`src/rtl/rank_pwr_pkg.sv`:
```
`timescale 1ns/1ps
package rank_pwr_pkg;

   typedef enum logic [2:0] {
      PS_IDLE    = 3'd0,
      PS_ACT     = 3'd1,
      PS_ACT_PDN = 3'd2,
      PS_PRE_PDN = 3'd3,
      PS_REF     = 3'd4,
      PS_SREF    = 3'd5
   } pwr_state_e;

   function automatic logic is_low_pwr(input pwr_state_e s);
      return (s == PS_ACT_PDN) || (s == PS_PRE_PDN) || (s == PS_SREF);
   endfunction

endpackage

```
`src/rtl/rank_down_counter.sv`:
```
`timescale 1ns/1ps
module rank_down_counter #(
   parameter int unsigned MAX = 4
) (
   input  logic clk,
   input  logic rst_n,
   input  logic load,
   input  logic run,
   output logic zero
);
   localparam int unsigned W = (MAX < 1) ? 1 : $clog2(MAX + 1);

   generate
      if (MAX == 0) begin : g_const
         // no delay configured: always expired
         assign zero = 1'b1;
      end else begin : g_cnt
         localparam logic [W-1:0] LOADV = W'(MAX);
         logic [W-1:0] cnt_q;

         always_ff @(posedge clk or negedge rst_n) begin
            if (!rst_n)                      cnt_q <= '0;
            else if (load)                   cnt_q <= LOADV;
            else if (run && (cnt_q != '0))   cnt_q <= cnt_q - 1'b1;
         end

         assign zero = (cnt_q == '0);


         cnt_bound_chk: assert property (@(posedge clk) disable iff (!rst_n)
            cnt_q <= LOADV);
      end
   endgenerate
endmodule

```
`src/rtl/rank_bank_tracker.sv`:
```
`timescale 1ns/1ps
module rank_bank_tracker #(
   parameter int unsigned NUM_BANKS = 8
) (
   input  logic clk,
   input  logic rst_n,
   input  logic en,
   input  logic act_evt,
   input  logic pre_evt,
   output logic any_open_nxt
);
   localparam int unsigned CW = $clog2(NUM_BANKS + 1);
   localparam logic [CW-1:0] FULL = CW'(NUM_BANKS);

   logic [CW-1:0] cnt_q, cnt_d;

   always_comb begin
      cnt_d = cnt_q;
      if (en) begin
         unique case ({act_evt, pre_evt})
            2'b10:   if (cnt_q != FULL) cnt_d = cnt_q + 1'b1;
            2'b01:   if (cnt_q != '0)   cnt_d = cnt_q - 1'b1;
            default: cnt_d = cnt_q;
         endcase
      end
   end

   always_ff @(posedge clk or negedge rst_n) begin
      if (!rst_n) cnt_q <= '0;
      else        cnt_q <= cnt_d;
   end

   assign any_open_nxt = (cnt_d != '0);


   open_bound_chk: assert property (@(posedge clk) disable iff (!rst_n)
      cnt_q <= FULL);


   frozen_cnt_chk: assert property (@(posedge clk) disable iff (!rst_n)
      !en |=> $stable(cnt_q));
endmodule

```
`src/rtl/rank_pwr_fsm.sv`:
```
`timescale 1ns/1ps
module rank_pwr_fsm
   import rank_pwr_pkg::*;
(
   input  logic       clk,
   input  logic       rst_n,
   input  logic       act_evt,
   input  logic       pre_evt,
   input  logic       bank_open_nxt,
   input  logic       ops_idle,
   input  logic       pdn_req,
   input  logic       wake_req,
   input  logic       ref_req,
   input  logic       ref_done,
   input  logic       force_exit,
   input  logic       entry_zero,
   input  logic       res_zero,
   input  logic       exit_zero,
   output pwr_state_e state_o,
   output logic       low_pwr_o,
   output logic       pdn_enter_o,
   output logic       pdn_exit_o,
   output logic       wake_up_o,
   output logic       ref_ack_o,
   output logic       bank_en_o,
   output logic       entry_load_o,
   output logic       entry_run_o,
   output logic       res_load_o,
   output logic       res_run_o,
   output logic       exit_load_o,
   output logic       exit_run_o
);
   pwr_state_e state_q, n_state;
   logic pend_q, n_pend;
   logic lp_q, n_lp;
   logic exiting_q, n_exiting;
   logic wake_q, n_wake;
   logic prior_q, n_prior;
   logic enter_q, n_enter;
   logic exit_q, n_exit;
   logic wup_q, n_wup;
   logic ack_q, n_ack;
   logic bank_ev, wake_any;

   always_comb begin
      n_state = state_q;  n_pend = pend_q;   n_lp = lp_q;
      n_exiting = exiting_q; n_wake = wake_q; n_prior = prior_q;
      n_enter = 1'b0; n_exit = 1'b0; n_wup = 1'b0; n_ack = 1'b0;
      entry_load_o = 1'b0; res_load_o = 1'b0; exit_load_o = 1'b0;
      bank_en_o = 1'b0;
      bank_ev  = act_evt | pre_evt;
      wake_any = wake_req | wake_q | ((state_q == PS_SREF) & force_exit);
      unique case (state_q)
         PS_IDLE, PS_ACT: begin
            if (exiting_q) begin
               if (exit_zero) begin
                  n_exiting = 1'b0; n_lp = 1'b0; n_wup = 1'b1;
               end
            end else if (ref_req && (state_q == PS_IDLE)) begin
               n_state = PS_REF; n_ack = 1'b1; n_prior = 1'b0;
               n_pend = 1'b0; n_lp = 1'b0; n_wake = 1'b0;
            end else begin
               bank_en_o = 1'b1;
               if (bank_ev) n_state = bank_open_nxt ? PS_ACT : PS_IDLE;
               if (pend_q) begin
                  if (wake_req || bank_ev) begin
                     n_pend = 1'b0; n_lp = 1'b0;
                  end else if (pdn_req && ops_idle) begin
                     entry_load_o = 1'b1;
                  end else if (entry_zero) begin
                     n_pend = 1'b0;
                     if (ops_idle) begin
                        n_state = (state_q == PS_ACT) ? PS_ACT_PDN : PS_PRE_PDN;
                        n_enter = 1'b1; res_load_o = 1'b1;
                     end else begin
                        n_lp = 1'b0;
                     end
                  end
               end else if (pdn_req && ops_idle && !bank_ev) begin
                  n_pend = 1'b1; n_lp = 1'b1; entry_load_o = 1'b1;
               end
            end
         end
         PS_ACT_PDN, PS_PRE_PDN, PS_SREF: begin
            if ((state_q == PS_PRE_PDN) && ref_req) begin
               n_state = PS_REF; n_ack = 1'b1; n_prior = 1'b1;
            end else if (wake_any) begin
               if (res_zero) begin
                  n_state = (state_q == PS_ACT_PDN) ? PS_ACT : PS_IDLE;
                  n_exit = 1'b1; n_exiting = 1'b1; exit_load_o = 1'b1;
                  n_wake = 1'b0;
               end else begin
                  n_wake = 1'b1;
               end
            end
         end
         PS_REF: begin
            if (ref_done) begin
               if (prior_q && ops_idle && !wake_q && !wake_req && !force_exit) begin
                  n_state = PS_SREF; n_enter = 1'b1; res_load_o = 1'b1;
               end else begin
                  n_state = PS_IDLE; n_lp = 1'b0; n_wake = 1'b0;
               end
            end else if (prior_q && (wake_req || force_exit)) begin
               n_wake = 1'b1;
            end
         end
         default: n_state = PS_IDLE;
      endcase
   end

   always_ff @(posedge clk or negedge rst_n) begin
      if (!rst_n) begin
         state_q <= PS_IDLE; pend_q <= 1'b0; lp_q <= 1'b0;
         exiting_q <= 1'b0; wake_q <= 1'b0; prior_q <= 1'b0;
         enter_q <= 1'b0; exit_q <= 1'b0; wup_q <= 1'b0; ack_q <= 1'b0;
      end else begin
         state_q <= n_state; pend_q <= n_pend; lp_q <= n_lp;
         exiting_q <= n_exiting; wake_q <= n_wake; prior_q <= n_prior;
         enter_q <= n_enter; exit_q <= n_exit; wup_q <= n_wup; ack_q <= n_ack;
      end
   end

   assign state_o     = state_q;
   assign low_pwr_o   = lp_q;
   assign pdn_enter_o = enter_q;
   assign pdn_exit_o  = exit_q;
   assign wake_up_o   = wup_q;
   assign ref_ack_o   = ack_q;
   assign entry_run_o = pend_q;
   assign res_run_o   = is_low_pwr(state_q);
   assign exit_run_o  = exiting_q;


   enter_lands_low_chk: assert property (@(posedge clk) disable iff (!rst_n)
      enter_q |-> is_low_pwr(state_q));


   low_state_flag_chk: assert property (@(posedge clk) disable iff (!rst_n)
      is_low_pwr(state_q) |-> lp_q);


   ack_in_ref_chk: assert property (@(posedge clk) disable iff (!rst_n)
      ack_q |-> (state_q == PS_REF));


   sref_via_ref_chk: assert property (@(posedge clk) disable iff (!rst_n)
      ((state_q == PS_SREF) && ($past(state_q) != PS_SREF)) |-> ($past(state_q) == PS_REF));


   exit_after_res_chk: assert property (@(posedge clk) disable iff (!rst_n)
      exit_q |-> $past(res_zero));


   wake_clears_flag_chk: assert property (@(posedge clk) disable iff (!rst_n)
      wup_q |-> !lp_q);


   pdn_act_holds_chk: assert property (@(posedge clk) disable iff (!rst_n)
      ((state_q == PS_ACT_PDN) && !$past(wake_any)) |=> (state_q != PS_IDLE));
endmodule

```
`src/rtl/rank_pwr_ctrl.sv`:
```
`timescale 1ns/1ps
module rank_pwr_ctrl
   import rank_pwr_pkg::*;
#(
   parameter int unsigned NUM_BANKS = 8,
   parameter int unsigned OPS_W     = 4,
   parameter int unsigned Q_W       = 5,
   parameter int unsigned ENTRY_DLY = 2,
   parameter int unsigned MIN_RES   = 5,
   parameter int unsigned EXIT_DLY  = 4
) (
   input  logic             clk,
   input  logic             rst_n,
   input  logic             act_evt,
   input  logic             pre_evt,
   input  logic [OPS_W-1:0] ops_pending,
   input  logic [Q_W-1:0]   rd_q_cnt,
   input  logic [Q_W-1:0]   wr_q_cnt,
   input  logic             bus_wr_next,
   input  logic             pdn_req,
   input  logic             wake_req,
   input  logic             ref_req,
   input  logic             ref_done,
   output logic [2:0]       pwr_state,
   output logic             low_pwr,
   output logic             pdn_enter,
   output logic             pdn_exit,
   output logic             wake_up,
   output logic             ref_ack
);
   generate
      if (NUM_BANKS < 1) begin : g_bad_banks
         $error("NUM_BANKS must be at least 1");
      end
      if ((OPS_W < 1) || (Q_W < 1)) begin : g_bad_width
         $error("OPS_W and Q_W must be at least 1");
      end
   endgenerate

   logic bank_en, bank_open_nxt;
   logic ops_idle, force_exit;
   logic entry_load, entry_run, entry_zero;
   logic res_load, res_run, res_zero;
   logic exit_load, exit_run, exit_zero;
   pwr_state_e state;

   assign ops_idle   = (ops_pending == '0);
   assign force_exit = (rd_q_cnt != '0) || (bus_wr_next && (wr_q_cnt != '0));

   rank_bank_tracker #(.NUM_BANKS(NUM_BANKS)) i_banks (
      .clk(clk), .rst_n(rst_n), .en(bank_en),
      .act_evt(act_evt), .pre_evt(pre_evt), .any_open_nxt(bank_open_nxt)
   );

   rank_down_counter #(.MAX(ENTRY_DLY)) i_entry_cnt (
      .clk(clk), .rst_n(rst_n), .load(entry_load), .run(entry_run), .zero(entry_zero)
   );

   rank_down_counter #(.MAX(MIN_RES)) i_res_cnt (
      .clk(clk), .rst_n(rst_n), .load(res_load), .run(res_run), .zero(res_zero)
   );

   rank_down_counter #(.MAX(EXIT_DLY)) i_exit_cnt (
      .clk(clk), .rst_n(rst_n), .load(exit_load), .run(exit_run), .zero(exit_zero)
   );

   rank_pwr_fsm i_fsm (
      .clk(clk), .rst_n(rst_n),
      .act_evt(act_evt), .pre_evt(pre_evt), .bank_open_nxt(bank_open_nxt),
      .ops_idle(ops_idle), .pdn_req(pdn_req), .wake_req(wake_req),
      .ref_req(ref_req), .ref_done(ref_done), .force_exit(force_exit),
      .entry_zero(entry_zero), .res_zero(res_zero), .exit_zero(exit_zero),
      .state_o(state), .low_pwr_o(low_pwr), .pdn_enter_o(pdn_enter),
      .pdn_exit_o(pdn_exit), .wake_up_o(wake_up), .ref_ack_o(ref_ack),
      .bank_en_o(bank_en), .entry_load_o(entry_load), .entry_run_o(entry_run),
      .res_load_o(res_load), .res_run_o(res_run),
      .exit_load_o(exit_load), .exit_run_o(exit_run)
   );

   assign pwr_state = state;


   forced_exit_chk: assert property (@(posedge clk) disable iff (!rst_n)
      ((state == PS_SREF) && force_exit && res_zero && !ref_req) |=> pdn_exit);
endmodule

```
`config.mk`:
```
export PLATFORM = sky130hd
export DESIGN_NAME = rank_pwr_ctrl
export DESIGN_NICKNAME = d
export VERILOG_FILES = /design/src/rtl/rank_pwr_pkg.sv /design/src/rtl/rank_down_counter.sv /design/src/rtl/rank_bank_tracker.sv /design/src/rtl/rank_pwr_fsm.sv /design/src/rtl/rank_pwr_ctrl.sv
export SDC_FILE = /design/constraint.sdc
export NUM_CORES = 1
export LEC_CHECK = 0
export ABC_AREA = 0
export ABC_CLOCK_PERIOD_IN_PS = 4410
export BUFFER_PORTS_ARGS = -buffer_cell sky130_fd_sc_hd__clkbuf_2
export CAP_MARGIN = 30
export CORE_UTILIZATION = 30
export CTS_BUF_LIST = sky130_fd_sc_hd__clkbuf_4
export DETAILED_ROUTE_END_ITERATION = 10
export SYNTH_ARGS = -nofsm -noshare
export SYNTH_HDL_FRONTEND = slang
export SYNTH_SLANG_ARGS = --single-unit
```
`constraint.sdc`:
```
create_clock -name clk -period 4.41 [get_ports clk]
set_clock_uncertainty 0.05 [all_clocks]
set_input_delay 0 -clock clk [delete_from_list [all_inputs] [get_ports clk]]
set_output_delay 0 -clock clk [all_outputs]
set_load 0.01 [all_outputs]
```
Word-level counts from Yosys, hierarchy flattened. Cells that the tools add are included.

Register bits after elaboration: 24. Latch bits: 0. RAM bits: 0. Memory bits (read-only): 0. Bits of input ports: 23. Output and inout bits: 8. Word-level logic and storage cells: 188. Memories: 0.

$add $sub $neg: 5. Multiply operators: 0. Divide/modulo/power cells: 0. Order comparisons: 0. Equality and inequality tests: 25. Shift operators: 0. Multiplexer cells: 91. Bitwise gates (word level): 5. Reductions and logical operators: 48.

Operators with widths (number): $mux W1 (61); $mux W3 (17); $ne A6 B6 Y1 const B (3); $logic_and A1 B1 Y1 (13); $mux W4 (3); $reduce_and A4 Y1 (3); $reduce_bool A2 Y1 (6); $pmux W1 S2 (5); $reduce_bool A5 Y1 (2); $logic_not A3 Y1 (3); $pmux W3 S3 (1); $reduce_bool A3 Y1 (3); $ne A2 B1 Y1 const B (4); $ne A2 B2 Y1 const B (4); $pmux W4 S2 (1); $reduce_and A8 Y1 (1); $reduce_bool A4 Y1 (2); $reduce_and A7 Y1 (1); $eq A3 B2 Y1 const B (2); $eq A3 B3 Y1 const B (2); $ne A3 B1 Y1 const B (2); $ne A3 B3 Y1 const B (2); $sub A3 B1 Y3 const B (2); $logic_or A1 B1 Y1 (5); other kinds (20) (26).

Depth between registers and ports, before layout.
Depth in word-level cells: 17. Mapped depth: 8. Gate-level depth less buffers: 8.

By module. Synthesis repeated with hierarchy kept, for this count alone.

Cells, all modules: 200. Area total of the unflattened synthesis: 1759.2 um^2.

By module, submodules not included: rank_pwr_fsm (times used 1, cells each 99, area each 827.0 um^2, seq. area each 300.3 um^2); rank_bank_tracker (times used 1, cells each 49, area each 404.1 um^2, seq. area each 100.1 um^2); rank_down_counter at i_exit_cnt (times used 1, cells each 17, area each 183.9 um^2, seq. area each 75.1 um^2); rank_down_counter at i_res_cnt (times used 1, cells each 17, area each 182.7 um^2, seq. area each 75.1 um^2); rank_down_counter at i_entry_cnt (times used 1, cells each 12, area each 128.9 um^2, seq. area each 50.0 um^2); rank_pwr_ctrl (times used 1, cells each 6, area each 32.5 um^2, seq. area each 0.0 um^2).

Worst setup path after synthesis. OpenSTA, ideal clock, no wires.

Kind: register to register. From: register i_fsm.state_q[1], in the netlist i_fsm.state_o[1]. To: register i_fsm.exiting_q, in the netlist i_fsm.exit_run_o. Setup time: 0.131 ns. Arrival: 1.743 ns. Slack: 2.485 ns. Cell stages (with the launch flop): 7. Path through: dfrtp_1 -> buf_2 -> nand3b_1 -> a21oi_2 -> o31ai_4 -> o311a_2 -> or3_1.

Longest elaborated chain between the ends: 5. Elaborated cells on any way between the ends: 16. Those cells by class: eq/ne: 7; mux: 1; bitwise: 2; reduce/logical: 6.

RTL lines: from (decl) (line rank_pwr_fsm.sv:33) `pwr_state_e state_q, n_state;`; from (signal assigned) (line rank_pwr_fsm.sv:118) `state_q <= n_state; pend_q <= n_pend; lp_q <= n_lp;`; $eq A3 B3 Y1 (line rank_pwr_fsm.sv:52, rank_pwr_fsm.sv:53); $and A1 B1 Y1 (line rank_pwr_fsm.sv:52) `wake_any = wake_req | wake_q | ((state_q == PS_SREF) & force_exit);`; $or A1 B1 Y1 (line rank_pwr_fsm.sv:52); $ne A2 B1 Y1 (no line); $reduce_and A4 Y1 (no line); to (signal assigned) (line rank_pwr_fsm.sv:119) `exiting_q <= n_exiting; wake_q <= n_wake; prior_q <= n_prior;`; to (decl) (line rank_pwr_fsm.sv:36) `logic exiting_q, n_exiting;`.

Several ways; a longest one is shown, not always the timed one. A chain may end at the register's enable or synchronous reset.

Worst setup path in the final report.
From: register i_fsm.state_q[1], in the netlist i_fsm.state_o[1]. To: register i_fsm.state_q[0], in the netlist i_fsm.state_o[0].

Longest elaborated chain between the ends: 17. Elaborated cells on any way between the ends: 37. Those cells by class: eq/ne: 9; mux: 19; bitwise: 2; reduce/logical: 7.

RTL lines: $logic_not A3 Y1 (line rank_pwr_fsm.sv:53, rank_pwr_fsm.sv:59); $logic_and A1 B1 Y1 (line rank_pwr_fsm.sv:59) `end else if (ref_req && (state_q == PS_IDLE)) begin`; $mux W1 (line rank_pwr_fsm.sv:59); $mux W1 (line rank_pwr_fsm.sv:55) `if (exiting_q) begin`; $mux W1 * (line rank_pwr_fsm.sv:53) `unique case (state_q)`; $mux W4 * (line rank_bank_tracker.sv:19) `if (en) begin`; net i_banks.cnt_d[2] (line rank_bank_tracker.sv:15) `logic [CW-1:0] cnt_q, cnt_d;`; $reduce_bool A4 Y1 * (line rank_bank_tracker.sv:33) `assign any_open_nxt = (cnt_d != '0);`; (+2 left out); $mux W3 (line rank_pwr_fsm.sv:72) `if (ops_idle) begin`; $mux W3 (line rank_pwr_fsm.sv:70) `end else if (entry_zero) begin`; $mux W3 (line rank_pwr_fsm.sv:68) `end else if (pdn_req && ops_idle) begin`; $mux W3 (line rank_pwr_fsm.sv:66) `if (wake_req || bank_ev) begin`; $mux W3 * (line rank_pwr_fsm.sv:65) `if (pend_q) begin`; $mux W3 * (line rank_pwr_fsm.sv:59); $mux W3 * (line rank_pwr_fsm.sv:55); $pmux W3 S3 * (line rank_pwr_fsm.sv:53).

The timed path passes the listed nets; every way through them passes the cells marked *. The select of a mux whose other input is x is not followed.

==> impl_metrics.env <==
export IMPL_grt_pass1_wl_mm=6.54
export IMPL_ys_ff_latch=24
export IMPL_finalCritPeriodShare_pct=50.5
export IMPL_yosysUniqueCellTypes=53
export IMPL_fin_nets=268
export IMPL_slowest_delay_ns=0.63
export IMPL_timing_final_ws_setup_ns=2.19
export IMPL_gp_congestion=0.850
export IMPL_wl_per_cell_um=12.0
export IMPL_worstMarginPinSlew_ns=0.620
export IMPL_yosys_mux_area_fraction_pct=2.39
export IMPL_drtPass1Iterations=4
export IMPL_hpwl_mm=2.84
export IMPL_fillers=579
export IMPL_setup_viol=0
export IMPL_final_area_mm2=0.00199
export IMPL_path_buf_inv=0
export IMPL_routed_wl_mm=3.67
export IMPL_drv_cap=0
export IMPL_wl_met2_mm=1.72
export IMPL_drc=0
export IMPL_cp_start_kind="register"
export IMPL_cp_arrival_ns=2.35
export IMPL_crit_path_end_kind="register"
export IMPL_cpMaxStageDelayCell="dfrtp_1"
export IMPL_cts_tree="yes"
export IMPL_finalHoldViolations=0
export IMPL_outcome="complete, no violations"
export IMPL_postSynthCellCount=204
export IMPL_crit_type="register to register"
export IMPL_fp_dieW_um=77.8
export IMPL_drtIter0Drc=102
export IMPL_clockRootBuffer="clkbuf_4"
export IMPL_cts_htree_levels=1
export IMPL_synth_xor_area_share_pct=2.03
export IMPL_multiInputGateArea_mm2=0.00102
export IMPL_cts_sinks=24
export IMPL_synth_warnings=0
export IMPL_dpl_cell_area_mm2=0.00194
export IMPL_rsz0062_at_grt="false"
export IMPL_seq_area_frac_synth_pct=34.8
export IMPL_syn_area_mm2=0.00172
export IMPL_synth_edff_count=0
export IMPL_post_drt_via_cell_ratio=5.02
export IMPL_synth_most_common_cell="dfrtp_1"
export IMPL_dr_max_layer_used="met4"
export IMPL_io_pins=31
export IMPL_grt_pass1_vias=1432
export IMPL_io_buffers=30
export IMPL_dp_slack_ns=2.22
export IMPL_p_per_area_mw_per_mm2=486
export IMPL_grtUsageTotal_pct=13.4
export IMPL_antenna_found_initial=0
export IMPL_grt_max_degree=25
export IMPL_cts_resized=0
export IMPL_synth_common_cells="24 x dfrtp_1, 21 x inv_1, 19 x nor2_1"
export IMPL_vias=1531
export IMPL_synth_top_family_by_area="simple AND/OR/NAND/NOR gates"
export IMPL_synth_top_area_cell="dfrtp_1"
export IMPL_min_path_type="primary input to register"
export IMPL_synth_compound_area_share_pct=23.1
export IMPL_synthFlopType="dfrtp_1"
export IMPL_path_delay_family="compound AO/OA/AOI/OAI gates"
export IMPL_synth_simple_area_share_pct=24.1
export IMPL_die_h_um=77.8
export IMPL_antenna_left=0
export IMPL_timing_hold_ws_ns=0.0404
export IMPL_synth_fa_ha_area_share_pct=7.26
export IMPL_drive_gt1_share_pct=18.5
export IMPL_wl_met3_um=134
export IMPL_areaGrowthSynthToFinish_pct=15.3
export IMPL_max_freq_mhz=449
export IMPL_overflow=0
export IMPL_die_area_mm2=0.00605
export IMPL_crit_path_cell_trace="nor3_2 > nand3_1 > o21ai_0 > o31ai_1 > o41ai_1 > a22oi_1"
export IMPL_synthesis_nets=237
export IMPL_num_antenna_cells=0
export IMPL_crit_required_ns=4.53
export IMPL_coreArea_mm2=0.00551
export IMPL_crit_path_max_fanout=20
export IMPL_seq_area_um2=601
export IMPL_cts_made_buffers=3
export IMPL_path_clk_slew_ns=0.12
export IMPL_start_util_pct=31.3
export IMPL_rows=27
export IMPL_max_clock_path_buffers=2
export IMPL_drv_slew=0
export IMPL_finalSetupTns_ns=0
export IMPL_avgSynthCellArea_um2=8.45
export IMPL_max_slew_margin_rel_pct=58.3
export IMPL_met1Wirelength_mm=1.80
export IMPL_clkLatencyLatePin_ns=0.31
export IMPL_synthTopCellsByArea="dfrtp_1 35%, ha_1 7.3%, inv_1 4.6%"
export IMPL_async_flop_share_pct=100
export IMPL_synth_top_area_share_pct=34.8
export IMPL_fin_crit_ns=2.22
export IMPL_leakagePower_nw=0.904
export IMPL_vdd_ir_drop_worst_uv=235
[state kept, by name, indices dropped and copies added, names as in the netlist]
name,flops
i_fsm.entry_run_o,1
i_fsm.wake_q,1
i_fsm.ref_ack_o,1
i_fsm.state_o,3
i_fsm.exit_run_o,1
i_fsm.wake_up_o,1
i_banks.cnt_q,4
i_res_cnt.g_cnt.cnt_q,3
i_fsm.pdn_enter_o,1
i_fsm.low_pwr_o,1
i_fsm.pdn_exit_o,1
i_entry_cnt.g_cnt.cnt_q,2
i_exit_cnt.g_cnt.cnt_q,3
i_fsm.prior_q,1
[repair_timing]
action,4_1_cts,5_1_grt
buffers inserted,0,0
hold buffers,3,0
endpoints found under the hold margin,25,0
setup endpoints to repair,0,0
[cells by family (layout without fill, tap and decap cells)]
| logic type | after synthesis | count (layout) |
|---|---|---|
| AND/OR/NAND/NOR | 79 | 79 |
| AO/OA/AOI/OAI | 55 | 55 |
| buffers and inverters | 28 | 57 |
| flip-flops | 24 | 24 |
| adder cells (fa/ha/maj) | 10 | 10 |
| XOR/XNOR | 4 | 4 |
| multiplexers | 4 | 4 |
[where the power goes]
part	switching, mW	leakage [nW]	internal (mW)
Sequential	0.0958	0.307	0.287
Combinational	0.261	0.584	0.231
Clock	0.0596	0.0138	0.0319
[worst paths after layout]
kind                                       startpoint                    endpoint  slack [ns]  cells after the start
hold / removal                                pdn_req            i_fsm.state_o[1]        0.04                      4
setup reg to reg                     i_fsm.state_o[1]            i_fsm.state_o[0]        2.19                      6
min in group asynchronous                       rst_n                i_fsm.wake_q        0.18                      2
hold reg to reg            i_entry_cnt.g_cnt.cnt_q[1]  i_entry_cnt.g_cnt.cnt_q[1]        0.46                      1
setup / recovery                     i_fsm.state_o[1]            i_fsm.state_o[0]        2.19                      6
max in group asynchronous                       rst_n            i_banks.cnt_q[2]        3.73                      2
[layout by cell type, fill, tap and decap left out, types with 3 or more instances in the layout]
cell and instances:
ha_1 10, mux2i_1 3, nand3_1 6, nor2_1 19
dfrtp_1 24, nor2b_1 6, a21oi_1 14, nand2_1 17
xnor2_1 3, clkbuf_4 3, nand4_1 3, nand2b_1 5
dlygate4sd3_1 3, clkbuf_2 30, nor3_1 6, a31oi_1 6
o21ai_0 11, inv_1 21
[metal layers]
metal / vias to the layer above / global-route usage, %
met5: - / 0
met4: 0 / 2.26
met3: 2 / 2.94
met2: 26 / 21.4
met1: 716 / 18.5
li1: 787 / -
[worst register-to-register path, stage by stage, from the launching register on]
cell and delay, ns:
dfrtp_1 0.63, nor3_2 0.33, nand3_1 0.27, o21ai_0 0.23, o31ai_1 0.11, o41ai_1 0.36, a22oi_1 0.11
[through the flow]
step / instances / power (mW) / utilization, %
final: 305 / 0.967 / 36.1
after floorplan: 204 / 0.764 / -
after global routing: 305 / 1.07 / 36.1
after global placement: 299 / 0.875 / 35.2
after CTS: 305 / 0.980 / 36.1
after detailed placement: 299 / 0.879 / 35.2
[area by class of cell]
type,instances,area share [%]
inverters,21,3.96
multi-input cells,152,51.1
repair buffers,33,9.06
well taps,72,4.53
clock buffers,3,1.13
flip-flops and latches,24,30.2
(Power assumes the default switching activity.)
